==> src/rtl/sfifo_pkg.sv <==
package sfifo_pkg;
  typedef enum logic [1:0] {
    TS_IDLE = 2'd0,
    TS_WAIT = 2'd1,
    TS_TALK = 2'd2
  } talk_st_e;
endpackage

==> src/rtl/sfifo_store.sv <==
module sfifo_store #(
  parameter int DEPTH  = 16,
  parameter int BYTE_W = 8
) (
  input  logic              clk_i,
  input  logic              rst_ni,
  input  logic              clear_i,
  input  logic              push_i,
  input  logic [BYTE_W-1:0] push_data_i,
  input  logic              bit_adv_i,
  output logic              pop_o,
  output logic              head_bit_o
);
  localparam int PTR_W = (DEPTH > 1) ? $clog2(DEPTH) : 1;
  localparam int IDX_W = (BYTE_W > 1) ? $clog2(BYTE_W) : 1;

  logic [BYTE_W-1:0] mem_q [DEPTH];
  logic [PTR_W-1:0]  wr_ptr_q, rd_ptr_q, wr_ptr_inc, rd_ptr_inc;
  logic [IDX_W-1:0]  idx_q;
  logic              last_bit;

  // pointer wrap: free-running for power-of-two depth, compare otherwise
  generate
    if ((1 << PTR_W) == DEPTH) begin : g_pow2
      assign wr_ptr_inc = wr_ptr_q + 1'b1;
      assign rd_ptr_inc = rd_ptr_q + 1'b1;
    end else begin : g_mod
      assign wr_ptr_inc = (wr_ptr_q == PTR_W'(DEPTH-1)) ? '0 : wr_ptr_q + 1'b1;
      assign rd_ptr_inc = (rd_ptr_q == PTR_W'(DEPTH-1)) ? '0 : rd_ptr_q + 1'b1;
    end
  endgenerate

  assign last_bit = (idx_q == IDX_W'(BYTE_W-1));
  assign pop_o    = bit_adv_i && last_bit;

  always_ff @(posedge clk_i) begin
    if (push_i) mem_q[wr_ptr_q] <= push_data_i;
  end

  always_ff @(posedge clk_i or negedge rst_ni) begin
    if (!rst_ni) begin
      wr_ptr_q <= '0;
      rd_ptr_q <= '0;
      idx_q    <= '0;
    end else if (clear_i) begin
      wr_ptr_q <= '0;
      rd_ptr_q <= '0;
      idx_q    <= '0;
    end else begin
      if (push_i) wr_ptr_q <= wr_ptr_inc;
      if (bit_adv_i) begin
        idx_q <= last_bit ? '0 : idx_q + 1'b1;
        if (last_bit) rd_ptr_q <= rd_ptr_inc;
      end
    end
  end

  // MSB of the head byte goes first
  assign head_bit_o = mem_q[rd_ptr_q][IDX_W'(BYTE_W-1) - idx_q];
endmodule

==> src/rtl/sfifo_level.sv <==
module sfifo_level #(
  parameter int DEPTH    = 16,
  parameter int LOW_MARK = 9,
  localparam int CNT_W   = $clog2(DEPTH+1)
) (
  input  logic             clk_i,
  input  logic             rst_ni,
  input  logic             clear_i,
  input  logic             push_i,
  input  logic             pop_i,
  output logic [CNT_W-1:0] cnt_o,
  output logic             full_o,
  output logic             low_q_o,
  output logic             empty_q_o,
  output logic             low_d_o,
  output logic             empty_d_o
);
  logic [CNT_W-1:0] cnt_q, cnt_d;

  always_comb begin
    if (clear_i) cnt_d = '0;
    else         cnt_d = cnt_q + CNT_W'(push_i) - CNT_W'(pop_i);
  end

  always_ff @(posedge clk_i or negedge rst_ni) begin
    if (!rst_ni) cnt_q <= '0;
    else         cnt_q <= cnt_d;
  end

  assign cnt_o     = cnt_q;
  assign full_o    = (cnt_q == CNT_W'(DEPTH));
  assign low_q_o   = (cnt_q < CNT_W'(LOW_MARK));
  assign empty_q_o = (cnt_q == '0);
  assign low_d_o   = (cnt_d < CNT_W'(LOW_MARK));
  assign empty_d_o = (cnt_d == '0);
endmodule

==> src/rtl/sfifo_talk.sv <==
module sfifo_talk
  import sfifo_pkg::*;
#(
  parameter int START_DLY = 2500,
  localparam int DLY_W    = $clog2(START_DLY+1)
) (
  input  logic clk_i,
  input  logic rst_ni,
  input  logic clear_i,
  input  logic low_q_i,
  input  logic empty_q_i,
  input  logic low_d_i,
  input  logic empty_d_i,
  output logic talk_o,
  output logic irq_no
);
  talk_st_e         st_q, st_d;
  logic [DLY_W-1:0] dly_q, dly_d;
  logic             ext_q, ext_d;
  logic             evt, irq_n_q;

  always_comb begin
    st_d  = st_q;
    dly_d = dly_q;
    ext_d = ext_q;
    evt   = ext_q && ((low_d_i != low_q_i) || (empty_d_i != empty_q_i));
    if (clear_i) begin
      st_d  = TS_IDLE;
      dly_d = '0;
      ext_d = 1'b1;
      evt   = 1'b1;
    end else begin
      unique case (st_q)
        TS_IDLE: if (ext_q && !low_q_i) begin
          st_d  = TS_WAIT;
          dly_d = '0;
        end
        TS_WAIT: begin
          if (dly_q == DLY_W'(START_DLY-1)) st_d = TS_TALK;
          else                              dly_d = dly_q + 1'b1;
        end
        TS_TALK: if (empty_q_i) begin
          st_d  = TS_IDLE;
          ext_d = 1'b0;
          evt   = 1'b1;
        end
        default: st_d = TS_IDLE;
      endcase
    end
  end

  always_ff @(posedge clk_i or negedge rst_ni) begin
    if (!rst_ni) begin
      st_q    <= TS_IDLE;
      dly_q   <= '0;
      ext_q   <= 1'b0;
      irq_n_q <= 1'b1;
    end else begin
      st_q    <= st_d;
      dly_q   <= dly_d;
      ext_q   <= ext_d;
      irq_n_q <= !evt;
    end
  end

  assign talk_o = (st_q == TS_TALK);
  assign irq_no = irq_n_q;
endmodule

==> src/rtl/speech_fifo.sv <==
module speech_fifo #(
  parameter int DEPTH     = 16,
  parameter int BYTE_W    = 8,
  parameter int LOW_MARK  = 9,
  parameter int START_DLY = 2500
) (
  input  logic              clk_i,
  input  logic              rst_ni,
  input  logic              clear_i,
  input  logic              wr_valid_i,
  input  logic [BYTE_W-1:0] wr_data_i,
  output logic              wr_ready_o,
  input  logic              bit_req_i,
  output logic              bit_valid_o,
  output logic              bit_o,
  output logic              buf_low_o,
  output logic              buf_empty_o,
  output logic              talk_o,
  output logic              irq_no
);
  localparam int CNT_W = $clog2(DEPTH+1);

  logic [CNT_W-1:0] cnt_q;
  logic full, push, pop, bit_adv;
  logic low_q, empty_q, low_d, empty_d, talk;

  assign wr_ready_o  = !full && !clear_i;
  assign push        = wr_valid_i && wr_ready_o;
  assign bit_valid_o = talk && !empty_q;
  assign bit_adv     = bit_req_i && bit_valid_o && !clear_i;

  sfifo_store #(.DEPTH(DEPTH), .BYTE_W(BYTE_W)) u_store (
    .clk_i       (clk_i),
    .rst_ni      (rst_ni),
    .clear_i     (clear_i),
    .push_i      (push),
    .push_data_i (wr_data_i),
    .bit_adv_i   (bit_adv),
    .pop_o       (pop),
    .head_bit_o  (bit_o)
  );

  sfifo_level #(.DEPTH(DEPTH), .LOW_MARK(LOW_MARK)) u_level (
    .clk_i     (clk_i),
    .rst_ni    (rst_ni),
    .clear_i   (clear_i),
    .push_i    (push),
    .pop_i     (pop),
    .cnt_o     (cnt_q),
    .full_o    (full),
    .low_q_o   (low_q),
    .empty_q_o (empty_q),
    .low_d_o   (low_d),
    .empty_d_o (empty_d)
  );

  sfifo_talk #(.START_DLY(START_DLY)) u_talk (
    .clk_i     (clk_i),
    .rst_ni    (rst_ni),
    .clear_i   (clear_i),
    .low_q_i   (low_q),
    .empty_q_i (empty_q),
    .low_d_i   (low_d),
    .empty_d_i (empty_d),
    .talk_o    (talk),
    .irq_no    (irq_no)
  );

  assign talk_o      = talk;
  assign buf_low_o   = low_q;
  assign buf_empty_o = empty_q;
endmodule

==> config.mk <==
export PLATFORM = sky130hd
export DESIGN_NAME = speech_fifo
export DESIGN_NICKNAME = d
export VERILOG_FILES = /design/src/rtl/sfifo_pkg.sv /design/src/rtl/sfifo_store.sv /design/src/rtl/sfifo_level.sv /design/src/rtl/sfifo_talk.sv /design/src/rtl/speech_fifo.sv
export SDC_FILE = /design/constraint.sdc
export NUM_CORES = 1
export LEC_CHECK = 0
export BUFFER_PORTS_ARGS = -buffer_cell sky130_fd_sc_hd__buf_2
export CAP_MARGIN = 20
export CORE_MARGIN = 10
export CORE_UTILIZATION = 34
export CTS_BUF_LIST = sky130_fd_sc_hd__clkbuf_4 sky130_fd_sc_hd__clkbuf_8
export CTS_CLUSTER_DIAMETER = 120
export DETAILED_ROUTE_END_ITERATION = 8
export PLACE_DENSITY = 0.54
export SLEW_MARGIN = 20
export SYNTH_ARGS = -nofsm -noshare
export SYNTH_HDL_FRONTEND = slang
export SYNTH_SLANG_ARGS = --single-unit
export TNS_END_PERCENT = 50
==> constraint.sdc <==
create_clock -name clk_i -period 4.3 [get_ports clk_i]
set_input_delay 0.645 -clock clk_i [delete_from_list [all_inputs] [get_ports clk_i]]
set_output_delay 0.645 -clock clk_i [all_outputs]
set_load 0.01 [all_outputs]
==> results.cfg, run 1 <==
[drt]
ant_nets = 0
first_pass_iters = 4
vias_per_cell = 5.17
drt-total-wl_mm = 14.1
vias = 3983
drc_errors = 0
drt-initial-drc-count = 248
wl_per_cell_um = 18.2

[setup_path]
end_kind = flip-flop
cp.required_ns = 4.68
r2r-end = u_talk.irq_no
reg2reg_slack_ns = 0.55
worstSetupStartpointType = flip-flop
cp_num_cells = 17
cp_max_fo = 6
cpPeakStageDelay_ns = 0.41
path_class = flip-flop to flip-flop
crit_arrival_ns = 4.13
crit_chain = inv_1 -> ha_1 -> nor4b_2 -> buf_4 -> nor3_1 -> nand3_1 -> nor2_1 -> ha_1 -> inv_1 -> ha_1 -> inv_1 -> fa_1 -> xnor2_1 -> and3b_1 -> and3b_1 -> o311ai_0 -> a31oi_1
rr_worst_depth = 17
cpMaxStageDelayCell = nor3_1
critical_path_buf_inv_count = 4
cp_top_family = simple AND/OR/NAND/NOR gates
rr_startpoint = u_level.cnt_o[2]

[layout]
fin_nets = 519
design_area_um2 = 7840
areaGrowthSynthToFinish_pct = 11.2
num_antenna_cells = 0
final_layout_size_suffix_gt1_frac = 0.164
n_fill_cell = 1883

[clock_network]
h-tree-depth = 4
clockBufferDepth = 2
clk_pin_slew_ns = 0.09
post_cts_buffers = 0
cts_made_buffers = 17
cts-root-buf = clkbuf_8
clk_latency_ns = 0.46
cts-hold-fix-buffers = 0
cts.sinks = 160
cts_tree = done
cts_resized = 0

[die]
fp-row-count = 52
io_pins = 20
core_region_area_um2 = 20300
die_h_um = 164
initial_core_util = 0.348
fp.dieW_um = 164
dieArea_um2 = 26900

[pwr]
power.internal_uw = 2490
seqPwrFrac = 0.528
p_per_area_nw_per_um2 = 421
p_clk_frac = 0.368
p_comb_frac = 0.104
p_sw_uw = 815
swShare = 0.247
power.leakage_uw = 0.00269
ir_drop_v = 0.000179

[placement]
io_buffer_count = 19
place_area_um2 = 7400
place.gp.congestion = 0.787
hpwlAfterDp_mm = 9.30
dp_slack_ns = 0.574

[yosys]
synth_common_cells = edfxtp_1 (128), nor2_1 (40), dfrtp_1 (31)
syn-instance-count = 468
synth_top_area_frac = 0.545
async_reset_ff_frac = 0.200
ys_warn_count = 0
synth_ff_type = edfxtp_1
yosysMostFrequentCell = edfxtp_1
synth_top_cell_by_area = edfxtp_1
yosys-top-cells-area = edfxtp_1 (54%), dfrtp_1 (11%), mux4_2 (4.5%)
syn_avg_cell_area_um2 = 15.1
syn-num-nets = 498
ys_seq_area_frac = 0.658
synth_seq_cells = 160
synth_edf_count = 128
netlist_area_um2 = 7060
yosysUniqueCellTypes = 53

[sta]
tightestPinTransition_ns = 0.962
finalMaxSlewViolations = 0
hold_violations = 0
timing.fmax_mhz = 267
slew-limit-headroom = 0.356
fin_tns_setup_ns = 0
finClkSkew_ns = 0.0146
finalSetupViolations = 0
grt_setup_unrepaired = false
post-route-period-util = 0.871
setup_ws_ns = 0.553
min_period_ns = 3.75

[global_route]
grt_max_degree = 33
grt_usage = 0.110
overflow = 0
grt_pass1_vias = 4011
grt_pass1_wl_mm = 22.6
antenna_found_initial = 0

[min_path]
min_path_type = input port to async pin

[run_status]
status = finished clean

[job]
cap_violations = 0
==> routing by layer <==
metal / global-route usage / share of wire / up-vias
met5: 0 / 0 / -
met4: 0.0317 / 0.011 / 0
met3: 0.0285 / 0.037 / 14
met2: 0.179 / 0.50 / 85
met1: 0.142 / 0.45 / 2025
li1: - / - / 1859
==> layout make-up <==
cell class / instances / area (µm²) / area share
clock buffer: 17 / 234 / 0.0298
multi-input combinational: 268 / 2190 / 0.280
clock inverter: 14 / 204 / 0.0260
inverter: 14 / 52.6 / 0.00670
timing repair buffer: 28 / 175 / 0.0223
tap: 270 / 338 / 0.0431
sequential: 160 / 4650 / 0.593
==> how the worst max path moves through the flow <==
stage / from / endpoint
after floorplan: u_level.cnt_o[2] / u_talk.irq_no
after global routing: u_level.cnt_o[2] / u_talk.irq_no
after CTS: u_store.rd_ptr_q[0] / bit_o
after detailed placement: u_level.cnt_o[2] / u_talk.irq_no
after global placement: u_level.cnt_o[2] / u_talk.irq_no
final: u_level.cnt_o[2] / u_talk.irq_no
==> power by group through the flow <==
stage | Combinational [µW] | Clock [µW] | Sequential, µW
floorplan | 231 | 0 | 1770
global placement | 331 | 0 | 1780
detailed placement | 344 | 0 | 1780
CTS | 345 | 1240 | 1740
global route | 386 | 1310 | 1750
finish | 342 | 1220 | 1740
==> cells by family after synthesis <==
kind of cell	Yosys count	share of synthesized area
AO/OA/AOI/OAI	71	0.0670
XOR/XNOR	7	0.00869
adder cells (fa/ha/maj)	17	0.0312
buffers and inverters	40	0.0309
flip-flops	160	0.658
multiplexers	47	0.115
AND/OR/NAND/NOR	126	0.0885
==> sequential cells by signal, summed over array words and instances (netlist names) <==
register,flops
u_store.mem_q,128
u_store.idx_q,3
u_talk.ext_q,1
u_store.rd_ptr_q,4
u_store.wr_ptr_q,4
u_talk.dly_q,12
u_level.cnt_o,5
u_talk.st_q,2
u_talk.irq_no,1
==> stage by stage <==
step / utilization / power (µW) / hold WS [ns] / instances
after floorplan: - / 2000 / 0.349 / 468
after global placement: 0.365 / 2110 / 0.474 / 740
after detailed placement: 0.365 / 2120 / 0.469 / 740
after CTS: 0.386 / 3330 / 0.245 / 771
after global routing: 0.386 / 3450 / 0.274 / 771
final: 0.386 / 3300 / 0.242 / 771
==> cell usage in the layout, fill, tap and decap left out, types with 3 or more instances in the layout <==
cell,instances
a21o_1,4
a21oi_1,10
a22oi_1,5
a31oi_1,5
and2_1,4
and3_1,8
buf_2,19
buf_4,8
bufinv_16,4
clkbuf_8,17
dfrtp_1,30
edfxtp_1,128
ha_1,16
inv_1,14
inv_6,4
mux2_2,4
mux2i_1,19
mux4_1,10
mux4_2,14
nand2_1,21
nand2b_1,7
nand3_1,12
nand3b_1,3
nand4_1,6
nor2_1,40
nor2b_1,3
nor3_1,13
nor4_1,3
o21ai_0,15
o21bai_1,3
o22ai_1,3
o31ai_1,12
xnor2_1,4
xor2_1,3
(Power assumes the default switching activity.)
==> run 2, diff against run 1 <==
--- a/config.mk
+++ b/config.mk
@@ -16,5 +16,6 @@
 export SLEW_MARGIN = 20
 export SYNTH_ARGS = -nofsm -noshare
 export SYNTH_HDL_FRONTEND = slang
+export SYNTH_HIERARCHICAL = 1
 export SYNTH_SLANG_ARGS = --single-unit
 export TNS_END_PERCENT = 50
==> constraint.sdc (replaced) <==
create_clock -name clk_i -period 4.3 [get_ports clk_i]
set_input_delay 0.86 -clock clk_i [delete_from_list [all_inputs] [get_ports clk_i]]
set_output_delay 0.86 -clock clk_i [all_outputs]
set_load 0.01 [all_outputs]
==> results.cfg, run 2 <==
[run_status]
status = finished clean

[drt]
first_pass_iters = 6
ant_nets = 0
wl_per_cell_um = 19.9
drc_errors = 0
drt-initial-drc-count = 291
drt-total-wl_mm = 15.0
vias_per_cell = 5.16
vias = 3902

[setup_path]
cp.required_ns = 4.65
crit_top_cell = inv_1
rr_worst_depth = 17
cpMaxStageDelayCell = fa_1
cp_max_fo = 6
path_class = flip-flop to flip-flop
cpPeakStageDelay_ns = 0.42
crit_arrival_ns = 4.26
worstSetupStartpointType = flip-flop
end_kind = flip-flop
crit_chain = inv_1 -> ha_1 -> nor4b_1 -> and4bb_2 -> and2_1 -> ha_1 -> inv_1 -> ha_1 -> inv_1 -> fa_1 -> nor2_1 -> nor3_1 -> o211a_2 -> a211oi_2 -> inv_1 -> a21o_1 -> a221oi_1

[global_route]
antenna_found_initial = 0
grt_pass1_wl_mm = 23.4
grt_usage = 0.115
grt_pass1_vias = 4118
grt_max_degree = 33
overflow = 0

[sta]
min_period_ns = 3.91
tightestPinTransition_ns = 0.723
fin_tns_setup_ns = 0
slew-limit-headroom = 0.518
post-route-period-util = 0.910
finalSetupViolations = 0
timing.fmax_mhz = 256
finClkSkew_ns = 0.0135
finalMaxSlewViolations = 0
grt_setup_unrepaired = false
hold_violations = 0

[clock_network]
cts_made_buffers = 17
clk_latency_ns = 0.45
cts_tree = done
post_cts_buffers = 0
clk_pin_slew_ns = 0.09
h-tree-depth = 4
cts-root-buf = clkbuf_8
cts_resized = 0
cts-hold-fix-buffers = 0
cts.sinks = 160
clockBufferDepth = 2

[yosys]
async_reset_ff_frac = 0.200
synth_seq_cells = 160
synth_top_cell_by_area = edfxtp_1
synth_edf_count = 128
syn-num-nets = 475
synth_top_area_frac = 0.538
ys_seq_area_frac = 0.650
yosys-top-cells-area = edfxtp_1 (54%), dfrtp_1 (11%), mux4_2 (7.6%)
netlist_area_um2 = 7140
yosysMostFrequentCell = edfxtp_1
synth_ff_type = edfxtp_1
syn-instance-count = 445
ys_warn_count = 6
syn_avg_cell_area_um2 = 16.1
yosysUniqueCellTypes = 62
synth_common_cells = edfxtp_1 (128), dfrtp_1 (31), nor2_1 (27)

[placement]
io_buffer_count = 19
place.gp.congestion = 0.761
hpwlAfterDp_mm = 9.70
dp.cells = 724

[layout]
top_register = u_store/mem_q
num_antenna_cells = 0
largest_reg_flops = 128
areaGrowthSynthToFinish_pct = 9.93
final_layout_size_suffix_gt1_frac = 0.193
fin_nets = 503
layout.cells.non_filler = 756
layout_commonest_cell = edfxtp_1
layout_common_cells = edfxtp_1 (128), dfrtp_1 (30), nor2_1 (27)

[min_path]
min_path_type = input port to async pin

[job]
cap_violations = 0

[die]
io_pins = 20
fp.dieW_um = 165
dieArea_um2 = 27200
core_region_area_um2 = 20400
fp-row-count = 52
initial_core_util = 0.350
die_h_um = 165

[pwr]
power.leakage_uw = 0.00268
p_per_area_nw_per_um2 = 404
ir_drop_v = 0.000119
==> run 2: layout make-up <==
| type | instances | area (µm²) |
|---|---|---|
| fillers | 1898 | 12600 |
| clock inverters | 15 | 109 |
| flip-flops and latches | 160 | 4650 |
| well taps | 270 | 338 |
| inverters | 19 | 71.3 |
| repair buffers | 29 | 170 |
| multi-input cells | 246 | 2280 |
| clock buffers | 17 | 234 |
==> run 2: cells by family after synthesis <==
family                     share of synthesized area
DFF                                            0.650
and+or+nand+nor                                0.100
muxes                                          0.130
AOI/OAI and AO/OA                             0.0476
buffers and inverters                         0.0303
adders and majority gates                     0.0308
xor gates and xnor gates                      0.0110
==> run 2: power breakdown <==
part | switching [µW] | internal [µW] | leakage, µW
sequential | 34.5 | 1720 | 0.00158
combinational | 254 | 178 | 0.000923
clock | 581 | 405 | 0.000172
==> run 2: worst paths after layout <==
kind | end | slack, ns | from
hold reg to reg | u_talk/irq_no | 0.49 | u_talk/ext_q
setup / recovery | u_talk/irq_no | 0.39 | u_level/cnt_o[2]
min in group clk_i | u_talk/irq_no | 0.49 | u_talk/ext_q
max in group asynchronous | u_store/rd_ptr_q[0] | 3.30 | rst_ni
hold / removal | u_talk/dly_q[5] | 0.45 | rst_ni
setup reg to reg | u_talk/irq_no | 0.39 | u_level/cnt_o[2]
==> run 2: routing by layer <==
metal | track usage | routed length (µm) | vias to the layer above
met4 | 0.0306 | 138 | 0
met3 | 0.0299 | 577 | 8
met5 | 0 | 0 | -
met2 | 0.193 | 7550 | 85
met1 | 0.143 | 6750 | 2015
li1 | - | - | 1794
==> run 2: through the flow <==
stage	util	setup slack, ns	area (µm²)	total power, µW	hold WS [ns]
6_report	0.384	0.387	7850	3170	0.454
2_1_floorplan	-	0.107	7140	2080	0.433
3_3_place_gp	0.367	0.516	7510	2210	0.470
3_5_place_dp	0.367	0.382	7510	2220	0.477
4_1_cts	0.384	0.349	7850	3210	0.461
5_1_grt	0.384	0.121	7850	3330	0.495
==> run 2: critical path: cells and delay by family (launching register included) <==
family,cells,cell delay [ns]
adder cells (fa/ha/maj),4,1.06
AO/OA/AOI/OAI,4,0.95
AND/OR/NAND/NOR,5,1.16
flip-flops,1,0.38
buffers and inverters,4,0.28
